File: config.mk
export PLATFORM = sky130hd
export DESIGN_NAME = pport_bitctl
export DESIGN_NICKNAME = d
export VERILOG_FILES = /design/src/rtl/pport_pkg.sv /design/src/rtl/pport_ctrl_seq.sv /design/src/rtl/pport_data_path.sv /design/src/rtl/pport_bitctl.sv
export SDC_FILE = /design/constraint.sdc
export NUM_CORES = 1
export LEC_CHECK = 0
export CAP_MARGIN = 20
export CORE_MARGIN = 2
export CORE_UTILIZATION = 38
export CTS_CLUSTER_DIAMETER = 200
export CTS_CLUSTER_SIZE = 14
export DETAILED_ROUTE_END_ITERATION = 8
export GPL_TIMING_DRIVEN = 0
export PLACE_DENSITY = 0.73
export SYNTH_ARGS = -nofsm -noshare
export SYNTH_HDL_FRONTEND = slang
export SYNTH_HIERARCHICAL = 1
export SYNTH_SLANG_ARGS = --single-unit
File: constraint.sdc
create_clock -name clk -period 1.42 [get_ports clk]
set_input_delay 0.284 -clock clk [delete_from_list [all_inputs] [get_ports clk]]
set_output_delay 0.284 -clock clk [all_outputs]
set_load 0.02 [all_outputs]
File: src/rtl/pport_pkg.sv
package pport_pkg;

  typedef enum logic [1:0] {
    PMODE_OUT    = 2'b00,
    PMODE_IN     = 2'b01,
    PMODE_BIDIR  = 2'b10,
    PMODE_BITCTL = 2'b11
  } pmode_e;

  localparam logic [3:0] NIB_MODE_WORD = 4'b1111;
  localparam logic [3:0] NIB_IRQ_WORD  = 4'b0111;

  localparam pmode_e RESET_MODE = PMODE_IN;

endpackage

File: src/rtl/pport_ctrl_seq.sv
module pport_ctrl_seq
  import pport_pkg::*;
#(
  parameter int WIDTH = 8
) (
  input  logic             clk,
  input  logic             rst_n,
  input  logic             wr_en,
  input  logic [WIDTH-1:0] wdata,
  output pmode_e           mode,
  output logic [WIDTH-1:0] dir_mask
);

  logic armed;
  logic is_mode_word;
  logic is_irq_word;

  assign is_mode_word = (wdata[3:0] == NIB_MODE_WORD);
  assign is_irq_word  = (wdata[3:0] == NIB_IRQ_WORD);

  always_ff @(posedge clk or negedge rst_n) begin
    if (!rst_n) begin
      mode     <= RESET_MODE;
      dir_mask <= '1;
      armed    <= 1'b0;
    end else if (wr_en) begin
      if (armed) begin
        dir_mask <= wdata;
        armed    <= 1'b0;
      end else if (is_mode_word) begin
        mode  <= pmode_e'(wdata[WIDTH-1:WIDTH-2]);
        armed <= (wdata[WIDTH-1:WIDTH-2] == 2'b11);
      end else if (is_irq_word) begin
        armed <= 1'b0;
      end
    end
  end


  mask_take_chk: assert property (@(posedge clk) disable iff (!rst_n)
    (wr_en && armed) |=> (dir_mask == $past(wdata)) && !armed && $stable(mode));


  arm_on_bitctl_chk: assert property (@(posedge clk) disable iff (!rst_n)
    (wr_en && !armed && is_mode_word && wdata[WIDTH-1:WIDTH-2] == 2'b11)
      |=> armed && (mode == PMODE_BITCTL));


  ignore_cmd_chk: assert property (@(posedge clk) disable iff (!rst_n)
    (wr_en && !armed && !is_mode_word) |=> $stable(mode) && $stable(dir_mask) && !armed);


  leave_bitctl_chk: assert property (@(posedge clk) disable iff (!rst_n)
    (wr_en && !armed && is_mode_word && wdata[WIDTH-1:WIDTH-2] != 2'b11)
      |=> !armed && (mode != PMODE_BITCTL) && $stable(dir_mask));

endmodule

File: src/rtl/pport_data_path.sv
module pport_data_path
  import pport_pkg::*;
#(
  parameter int WIDTH = 8
) (
  input  logic             clk,
  input  logic             rst_n,
  input  logic             wr_en,
  input  logic [WIDTH-1:0] wdata,
  input  pmode_e           mode,
  input  logic [WIDTH-1:0] dir_mask,
  input  logic [WIDTH-1:0] pin_in,
  output logic [WIDTH-1:0] port_out,
  output logic [WIDTH-1:0] port_oe,
  output logic [WIDTH-1:0] rd_mix
);

  logic [WIDTH-1:0] latch_q;
  logic             bit_mode;

  assign bit_mode = (mode == PMODE_BITCTL);

  always_ff @(posedge clk or negedge rst_n) begin
    if (!rst_n) latch_q <= '0;
    else if (wr_en) latch_q <= wdata;
  end

  for (genvar i = 0; i < WIDTH; i++) begin : g_line
    assign port_oe[i] = bit_mode & ~dir_mask[i];
    assign rd_mix[i]  = port_oe[i] ? latch_q[i] : pin_in[i];
  end

  assign port_out = latch_q;


  latch_load_chk: assert property (@(posedge clk) disable iff (!rst_n)
    wr_en |=> port_out == $past(wdata));


  no_drive_chk: assert property (@(posedge clk) disable iff (!rst_n)
    !bit_mode |-> port_oe == '0);

endmodule

File: src/rtl/pport_bitctl.sv
module pport_bitctl
  import pport_pkg::*;
#(
  parameter int WIDTH    = 8,
  parameter int ADDR_W   = 2,
  parameter int DATA_OFS = 0,
  parameter int CTRL_OFS = 2
) (
  input  logic              clk,
  input  logic              rst_n,
  input  logic [ADDR_W-1:0] bus_addr,
  input  logic              bus_wr,
  input  logic              bus_rd,
  input  logic [WIDTH-1:0]  bus_wdata,
  output logic [WIDTH-1:0]  bus_rdata,
  input  logic [WIDTH-1:0]  pin_in,
  output logic [WIDTH-1:0]  port_out,
  output logic [WIDTH-1:0]  port_oe
);

  localparam logic [ADDR_W-1:0] A_DATA = ADDR_W'(DATA_OFS);
  localparam logic [ADDR_W-1:0] A_CTRL = ADDR_W'(CTRL_OFS);

  logic             data_wr, ctrl_wr, data_rd;
  pmode_e           mode;
  logic [WIDTH-1:0] dir_mask;
  logic [WIDTH-1:0] rd_mix;

  assign data_wr = bus_wr && (bus_addr == A_DATA);
  assign ctrl_wr = bus_wr && (bus_addr == A_CTRL);
  assign data_rd = bus_rd && (bus_addr == A_DATA);

  pport_ctrl_seq #(.WIDTH(WIDTH)) u_seq (
    .clk      (clk),
    .rst_n    (rst_n),
    .wr_en    (ctrl_wr),
    .wdata    (bus_wdata),
    .mode     (mode),
    .dir_mask (dir_mask)
  );

  pport_data_path #(.WIDTH(WIDTH)) u_dp (
    .clk      (clk),
    .rst_n    (rst_n),
    .wr_en    (data_wr),
    .wdata    (bus_wdata),
    .mode     (mode),
    .dir_mask (dir_mask),
    .pin_in   (pin_in),
    .port_out (port_out),
    .port_oe  (port_oe),
    .rd_mix   (rd_mix)
  );

  assign bus_rdata = data_rd ? rd_mix : '0;


  stray_write_chk: assert property (@(posedge clk) disable iff (!rst_n)
    (bus_wr && bus_addr != A_DATA && bus_addr != A_CTRL)
      |=> $stable(port_out) && $stable(port_oe) && $stable(mode));

endmodule

-- Yosys cells after proc, flatten, opt, wreduce, memory -nomap -nowiden
Index checks and enable logic that the tools add are counted.
- divide/modulo/power cells: 0
- equality and inequality tests: 4
- $lt $le $gt $ge: 0
- add/subtract/negate cells: 0
- shift operators: 0
- reduce and logical (&&, ||, !) cells: 6
- bitwise operators: 17
- multipliers: 0
- multiplexer cells: 11
- operators by type and width (operator ; number):
    $mux W1 ; 10
    $not A1 Y1 ; 9
    $and A1 B1 Y1 ; 8
    $mux W8 ; 1
    $eq A2 B2 Y1 const B ; 3
    $eq A4 B4 Y1 const B ; 1
    $logic_and A1 B1 Y1 ; 3
    $reduce_and A3 Y1 ; 1
    $logic_not A2 Y1 ; 1
    $reduce_and A2 Y1 ; 1
- memories kept: 0
- bits in latches: 0
- register bits: 19
- memory bits (read-only): 0
- memory bits (writable): 0
- input port bits: 22
- output and inout port bits: 24
- word-level logic and storage cells: 42

-- Depth between registers and ports, before layout
Gate-level depths: netlist of the first run.
- depth in word-level cells: 4
- gate-level depth with buffers: 4
- gate-level depth less buffers: 4

-- Modules after synthesis
The synthesis of the first run kept the hierarchy.
- modules (own cells, without submodules) (module ; cells each ; instances ; area each (um^2) ; sequential area each (um^2)):
    pport_data_path ; 43 ; 1 ; 636.9 ; 200.2
    pport_ctrl_seq ; 26 ; 1 ; 435.4 ; 286.5
    pport_bitctl ; 10 ; 1 ; 117.6 ; 0.0

-- Least setup slack after synthesis of the first run
Ideal clock, no wire load.
- kind: reg-to-output
- start: reg u_seq.mode[0]
- end: out bus_rdata[0]
- path buffers: 1
- stages on the path, launching flop included: 5
- data required time: 1.136 ns
- path slack: -0.174 ns
- arrival time: 1.310 ns
- cell sequence: dfstp_2 buf_12 nand3b_4 mux2_4 and4bb_2
- word-level cells in the longest chain between the ends: 4
- ends and longest elaborated chain (what ; line ; source):
    start: declaration ; pport_ctrl_seq.sv:10 ; output pmode_e mode,
    start signal: assignment ; pport_ctrl_seq.sv:31 ; mode <= pmode_e'(wdata[WIDTH-1:WIDTH-2]);
    $eq A2 B2 Y1 ; pport_data_path.sv:21 ; assign bit_mode = (mode == PMODE_BITCTL);
    $and A1 B1 Y1 ; pport_data_path.sv:29 ; assign port_oe[i] = bit_mode & ~dir_mask[i];
    $mux W1 ; pport_data_path.sv:30 ; assign rd_mix[i] = port_oe[i] ? latch_q[i] : pin_in[i];
    named net rd_mix[0] ; pport_bitctl.sv:27 ; logic [WIDTH-1:0] rd_mix;
    $mux W8 ; pport_bitctl.sv:55 ; assign bus_rdata = data_rd ? rd_mix : '0;
    end: declaration ; pport_bitctl.sv:15 ; output logic [WIDTH-1:0] bus_rdata,
The timed path passes the listed nets, and every way through them passes these cells.

-- Worst setup path in the final report of the first run
- start: reg u_seq.mode[0]
- end: out bus_rdata[1]
The elaborated chain is that of the path after synthesis.

==> results of run 1 <==
[per-stage QoR]
stage	util, %	area, um^2	hold slack (ns)	instances	TNS, ns
3_5_place_dp	56.0	1680	0.506	157	-17.37
5_1_grt	61.0	1830	0.494	172	-7.83
2_1_floorplan	-	1190	-0.0116	79	-1.39
4_1_cts	59.0	1770	0.482	166	-6.77
6_report	61.0	1830	0.457	172	-7.06
3_3_place_gp	56.0	1680	0.498	157	-15.81
[Yosys cell counts]
| library cell | number |
|---|---|
| dfrtp_1 | 10 |
| a32o_1 | 1 |
| and3b_2 | 1 |
| buf_12 | 1 |
| dfstp_2 | 9 |
| buf_2 | 1 |
| nand4_1 | 1 |
| inv_1 | 9 |
| nor3_2 | 1 |
| mux2_4 | 8 |
| and4bb_2 | 8 |
| mux2_1 | 4 |
| mux2_2 | 14 |
| nand3b_4 | 8 |
| nor3b_1 | 1 |
| buf_6 | 1 |
| nand2_2 | 1 |
[area by class of cell]
cell class / instances / area [um^2] / share of cell area [%]
repair buffers: 56 / 562 / 30.7
plain buffers: 3 / 36.3 / 1.98
flip-flops and latches: 19 / 487 / 26.6
well taps: 33 / 41.3 / 2.25
multi-input cells: 48 / 643 / 35.1
clock buffers: 4 / 26.3 / 1.43
inverters: 9 / 36.3 / 1.98
[flip-flops by register name (all words and copies together) (netlist names)]
name / cells
u_seq/armed: 1
u_seq/mode: 2
u_seq/dir_mask: 8
u_dp/port_out: 8
[layout by cell type (no fill, tap or decap)]
cell type        instances
mux2_1                   4
buf_4                    4
clkdlybuf4s50_1         18
inv_4                    1
nand3b_4                 8
inv_2                    8
dfstp_2                  9
and3b_2                  1
mux2_2                  13
a32o_1                   1
nor3_4                   1
nor3b_1                  1
buf_6                   24
buf_12                   1
nand2_2                  1
dlymetal6s2s_1           1
buf_2                    1
nand4_1                  1
clkbuf_2                 2
dfrtp_1                 10
clkbuf_4                 3
and4bb_2                 8
clkbuf_1                 1
mux2_4                   9
dlygate4sd2_1            8
[worst max-delay path by stage]
stage                         startpoint           end  cells past startpoint
6_report       u_seq/mode[0]$_DFFE_PN1P_  bus_rdata[1]                      5
5_1_grt        u_seq/mode[0]$_DFFE_PN1P_  bus_rdata[1]                      5
4_1_cts        u_seq/mode[0]$_DFFE_PN1P_  bus_rdata[1]                      5
3_5_place_dp                 bus_addr[0]  bus_rdata[1]                      3
3_3_place_gp   u_seq/mode[0]$_DFFE_PN1P_  bus_rdata[3]                      5
2_1_floorplan  u_seq/mode[0]$_DFFE_PN1P_  bus_rdata[0]                      4
[routing by layer]
layer | vias to the layer above | part of all wire, %
li1 | 410 | -
met1 | 434 | 37
met2 | 36 | 54
met3 | 5 | 7.3
met4 | 0 | 1.2
met5 | - | 0
[power by group through the flow]
| stage | Combinational, W | Clock (W) | Sequential, W |
|---|---|---|---|
| floorplan | 0.000222 | 0 | 0.000721 |
| global placement | 0.000498 | 0 | 0.000672 |
| detailed placement | 0.000504 | 0 | 0.000677 |
| CTS | 0.000497 | 0.000283 | 0.000665 |
| global route | 0.000544 | 0.000301 | 0.000677 |
| finish | 0.000512 | 0.000272 | 0.000666 |
[worst max-delay path: stages, from the launching register on]
cell      delay, ns
dfstp_2        0.57
buf_12         0.16
nand3b_4       0.09
mux2_4         0.30
and4bb_2       0.23
buf_6          0.13
[logic make-up (layout without fill, tap and decap cells)]
kind of cell / Yosys count / after routing
multiplexers: 26 / 26
buffers and inverters: 12 / 72
AND/OR/NAND/NOR: 21 / 21
flip-flops: 19 / 19
AO/OA/AOI/OAI: 1 / 1
[what timing repair did]
| item | CTS | global route |
|---|---|---|
| gates cloned | 0 | 0 |
| pin swaps | 1 | 1 |
| setup buffers | 5 | 7 |
| hold buffers | 0 | 0 |
| endpoints found under the setup margin | 43 | 26 |
| resized for setup | 116 | 15 |
==> results.tsv, run 1 <==
metric	value	unit
grt peak-use layer	met2	
Synth top area share	21.0	%
IO Count	46	
Int Power	0.00100	W
clk_skew	0.00910	ns
initial antenna violation count	0	
Pins Over Slew Limit	0	
syn nets	101	
Die Footprint	0.00359	mm^2
XOR/XNOR Fraction of Synth Area	0	%
Worst-path clk slew	0.11	ns
normalized max-slew margin	43.5	%
Horiz. Die Dim	60.0	um
Simple-Gate Fraction of Synth Area	25.2	%
reg2reg setup slack	0.28	ns
RD Place Congestion	0.773	
pre-CTS WS	-0.753	ns
GR Overflow Total	0	
post-synth cell types	17	
Comb pwr share	35.3	%
diode count	0	
Worst Path Class, Setup	reg2out	
grt met1 use	18.3	%
post-synthesis instance area	0.00119	mm^2
DR vias/cell	5.15	
Core Area	0.00300	mm^2
H-Tree Depth	1	
CTS tree	yes	
Max-Cap Viols	0	
Syn Area/Cell	15.1	um^2
Remaining DRCs	0	
Post-Syn Instances	79	
Compound-Gate Fraction of Synth Area	0.841	%
switching power	0.000445	W
row count	20	
deepest clock path buffer count	2	
Crit path required time	1.14	ns
CP Capture Type	output port	
Sw Share	30.7	%
peak supply drop	0.441	mV
maximum fanout along the worst path	8	
DR iter-0 viols	9	
Clock Sinks	19	
Worst-Margin Slew	0.844	ns
fin crit share	146	%
violated checks	negative setup slack	
wire per inst	16.4	um
Global Route Usage Sum	17.0	%
CP Launch Type	flop	
post-DP HPWL	1970	um
GR Layer Usage met3	3.46	%
FF-to-FF End	u_seq/mode[0]$_DFFE_PN1P_	
worst hold path class	in2async	
Seq cells post-synth	19	
share of cells above drive strength 1	67.6	%
reg-to-reg critical path startpoint	u_seq/armed$_DFFE_PN0P_	
CP Data Arrival Time	1.79	ns
Starting Density	39.6	%
maximum clock rate	0.483	GHz
main combinational cell family by area after synthesis	multiplexers	
vias	885	
min cycle time layout	2.07	ns
share of power burned in registers	45.9	%
total iterations of the first detailed-routing run	3	
register area share after synthesis	40.9	%
CTS Root Cell	clkbuf_4	
total power	0.00145	W
leak pwr	1.05	nW
Worst R2R Path Depth	2	
final setup vio count	16	
power per cell area	792	mW/mm^2
routing usage on met2	32.6	%
largest net degree at the start of global routing	20	
fillers	266	
Synth warnings	6	
outcome	finished, violations left	
Hold Violations, Final	0	
share of total power in the clock network	18.8	%
first-pass GRT wire length	4480	um
IO Port Bufs	45	
number of global-route vias before repair	963	
Routed WL	2820	um
mux share of post-synthesis cell area	27.1	%
insertion delay to the later sink of the worst-skew pair	0.30	ns
# nets final	162	
synth top area cells	dfrtp_1 21%, dfstp_2 20%, nand3b_4 13%	
CTS Buf Count	3	
Layout area overhead	53.9	%
Adder-Cell Fraction of Synth Area	0	%
ANT nets after route	0	
fin worst setup slack	-0.650	ns
RSZ-0062 raised after global routing	true	
Die Y	60.0	um
area leader, netlist	dfrtp_1	
Note: power is estimated with default switching activity, not from simulation.
==> run 2: changes to the inputs <==
--- a/config.mk
+++ b/config.mk
@@ -12,7 +12,7 @@
 export CTS_CLUSTER_SIZE = 14
 export DETAILED_ROUTE_END_ITERATION = 8
 export GPL_TIMING_DRIVEN = 0
-export PLACE_DENSITY = 0.73
+export PLACE_DENSITY = 0.81
 export SYNTH_ARGS = -nofsm -noshare
 export SYNTH_HDL_FRONTEND = slang
 export SYNTH_HIERARCHICAL = 1
==> run 2 against run 1 <==
Effect of this change: critical endpoint is now bus_rdata[0]; the flow still finishes with violations (negative setup slack); fmax rose by 0.99%; clock skew fell by 0.0012 ns; critical path depth did not move; utilization fell by 1.5 points; clock power fell by 3%; non-clock buffer count fell by 5; setup slack improved by 0.020 ns; clock-buffer cell count did not move; die area did not move; final cell count fell by 2.9%.
==> results.tsv, run 2 (same netlist as run 1, synthesis figures left out) <==
metric	value	unit
ANT nets after route	0	
maximum clock rate	0.488	GHz
CTS Buf Count	3	
Critical Path End	bus_rdata[0]	
deepest clock path buffer count	2	
leak pwr	1.02	nW
fin crit share	144	%
IO Port Bufs	45	
number of global-route vias before repair	891	
Worst-path clk slew	0.10	ns
row count	20	
initial antenna violation count	0	
maximum fanout along the worst path	8	
peak supply drop	0.411	mV
GR Layer Usage met3	2.16	%
clk_skew	0.00785	ns
first-pass GRT wire length	4030	um
insertion delay to the later sink of the worst-skew pair	0.29	ns
Critical path origin	u_seq/mode[0]$_DFFE_PN1P_	
CP Launch Type	flop	
H-Tree Depth	1	
Horiz. Die Dim	60.0	um
post-DP HPWL	1860	um
GR Overflow Total	0	
normalized max-slew margin	45.0	%
Min Hold Slack	0.459	ns
diode count	0	
power per cell area	793	mW/mm^2
FF-to-FF End	u_seq/mode[1]$_DFFE_PN0P_	
min cycle time layout	2.05	ns
DR vias/cell	5.05	
fillers	248	
IO Count	46	
# nets final	157	
total power	0.00142	W
routing usage on met2	27.8	%
Remaining DRCs	0	
CTS Root Cell	clkbuf_4	
Max-Cap Viols	0	
Die Y	60.0	um
CTS tree	yes	
largest net degree at the start of global routing	20	
CP Capture Type	output port	
RSZ-0062 raised after global routing	true	
outcome	finished, violations left	
Clock Sinks	19	
reg2reg setup slack	0.33	ns
CP Data Arrival Time	1.77	ns
worst hold path class	in2async	
grt met1 use	16.8	%
Worst R2R Path Depth	2	
Crit path required time	1.14	ns
commonest non-fill, non-tap cell in the layout	buf_6	
RD Place Congestion	0.722	
Core Area	0.00300	mm^2
vias	844	
Worst-Margin Slew	0.823	ns
violated checks	negative setup slack	
Global Route Usage Sum	15.2	%
share of cells above drive strength 1	64.2	%
final core utilization	59.5	%
Worst Path Class, Setup	reg2out	
Hold Buf Count CTS	0	
Routed WL	2550	um
Pins Over Slew Limit	0	
Starting Density	39.6	%
commonest non-fill, non-tap cells in the layout	20 x buf_6, 18 x clkdlybuf4s50_1, 13 x mux2_2	
final setup vio count	16	
DR iter-0 viols	12	
Hold Violations, Final	0	
Die Footprint	0.00359	mm^2
grt peak-use layer	met2	
Layout area overhead	50.3	%
wire per inst	15.3	um
reg-to-reg critical path startpoint	u_seq/armed$_DFFE_PN0P_	
total iterations of the first detailed-routing run	2	
fin worst setup slack	-0.630	ns
[run 2: worst min path at each step]
| stage | start | endpoint | slack, ns | cells past startpoint |
|---|---|---|---|---|
| 2_1_floorplan | rst_n | u_dp/port_out[0]$_DFFE_PN0P_ | -0.01 | 0 |
| 3_3_place_gp | u_dp/port_out[7]$_DFFE_PN0P_ | u_dp/port_out[7]$_DFFE_PN0P_ | 0.50 | 1 |
| 3_5_place_dp | u_dp/port_out[7]$_DFFE_PN0P_ | u_dp/port_out[7]$_DFFE_PN0P_ | 0.50 | 1 |
| 4_1_cts | rst_n | u_dp/port_out[0]$_DFFE_PN0P_ | 0.48 | 1 |
| 5_1_grt | rst_n | u_dp/port_out[5]$_DFFE_PN0P_ | 0.50 | 1 |
| 6_report | rst_n | u_dp/port_out[4]$_DFFE_PN0P_ | 0.46 | 1 |
[run 2: critical path, cell delays in order (launching register included)]
cell,delay (ns)
dfstp_2,0.57
buf_12,0.16
nand3b_4,0.09
mux2_4,0.30
and4bb_2,0.23
buf_6,0.13
[run 2: through the flow]
step	TNS (ns)	instances	cell area (um^2)	setup slack (ns)
finish	-6.60	167	1790	-0.630
global route	-7.45	167	1790	-0.684
CTS	-6.45	162	1730	-0.641
detailed placement	-16.32	157	1680	-0.714
global placement	-15.58	157	1680	-0.688
floorplan	-1.39	79	1190	-0.174
[run 2: metal layers]
metal / vias to the layer above / share of wire [%] / wire (um)
met1: 412 / 40 / 1010
met2: 30 / 53 / 1360
met3: 4 / 5.3 / 136
met4: 0 / 1.6 / 42
met5: - / 0 / 0
li1: 398 / - / -
[run 2: timing repair]
action / 4_1_cts / 5_1_grt
buffers inserted: 1 / 5
hold endpoints to repair: 0 / 0
gates resized for setup: 114 / 8
endpoints found under the setup margin: 43 / 17
pin swaps: 1 / 1
[run 2: cell type report]
| class | count | area [um^2] | area share [%] |
|---|---|---|---|
| plain buffers | 3 | 36.3 | 2.03 |
| flip-flops and latches | 19 | 487 | 27.2 |
| clock buffers | 4 | 26.3 | 1.47 |
| inverters | 9 | 36.3 | 2.03 |
| well taps | 33 | 41.3 | 2.31 |
| multi-input cells | 48 | 643 | 36.0 |
| repair buffers | 51 | 518 | 29.0 |
[run 2: power breakdown]
group	internal, W	switching, W	leakage, nW
Sequential	0.000619	0.0000456	0.215
Clock	0.000109	0.000154	0.0150
Combinational	0.000262	0.000228	0.794
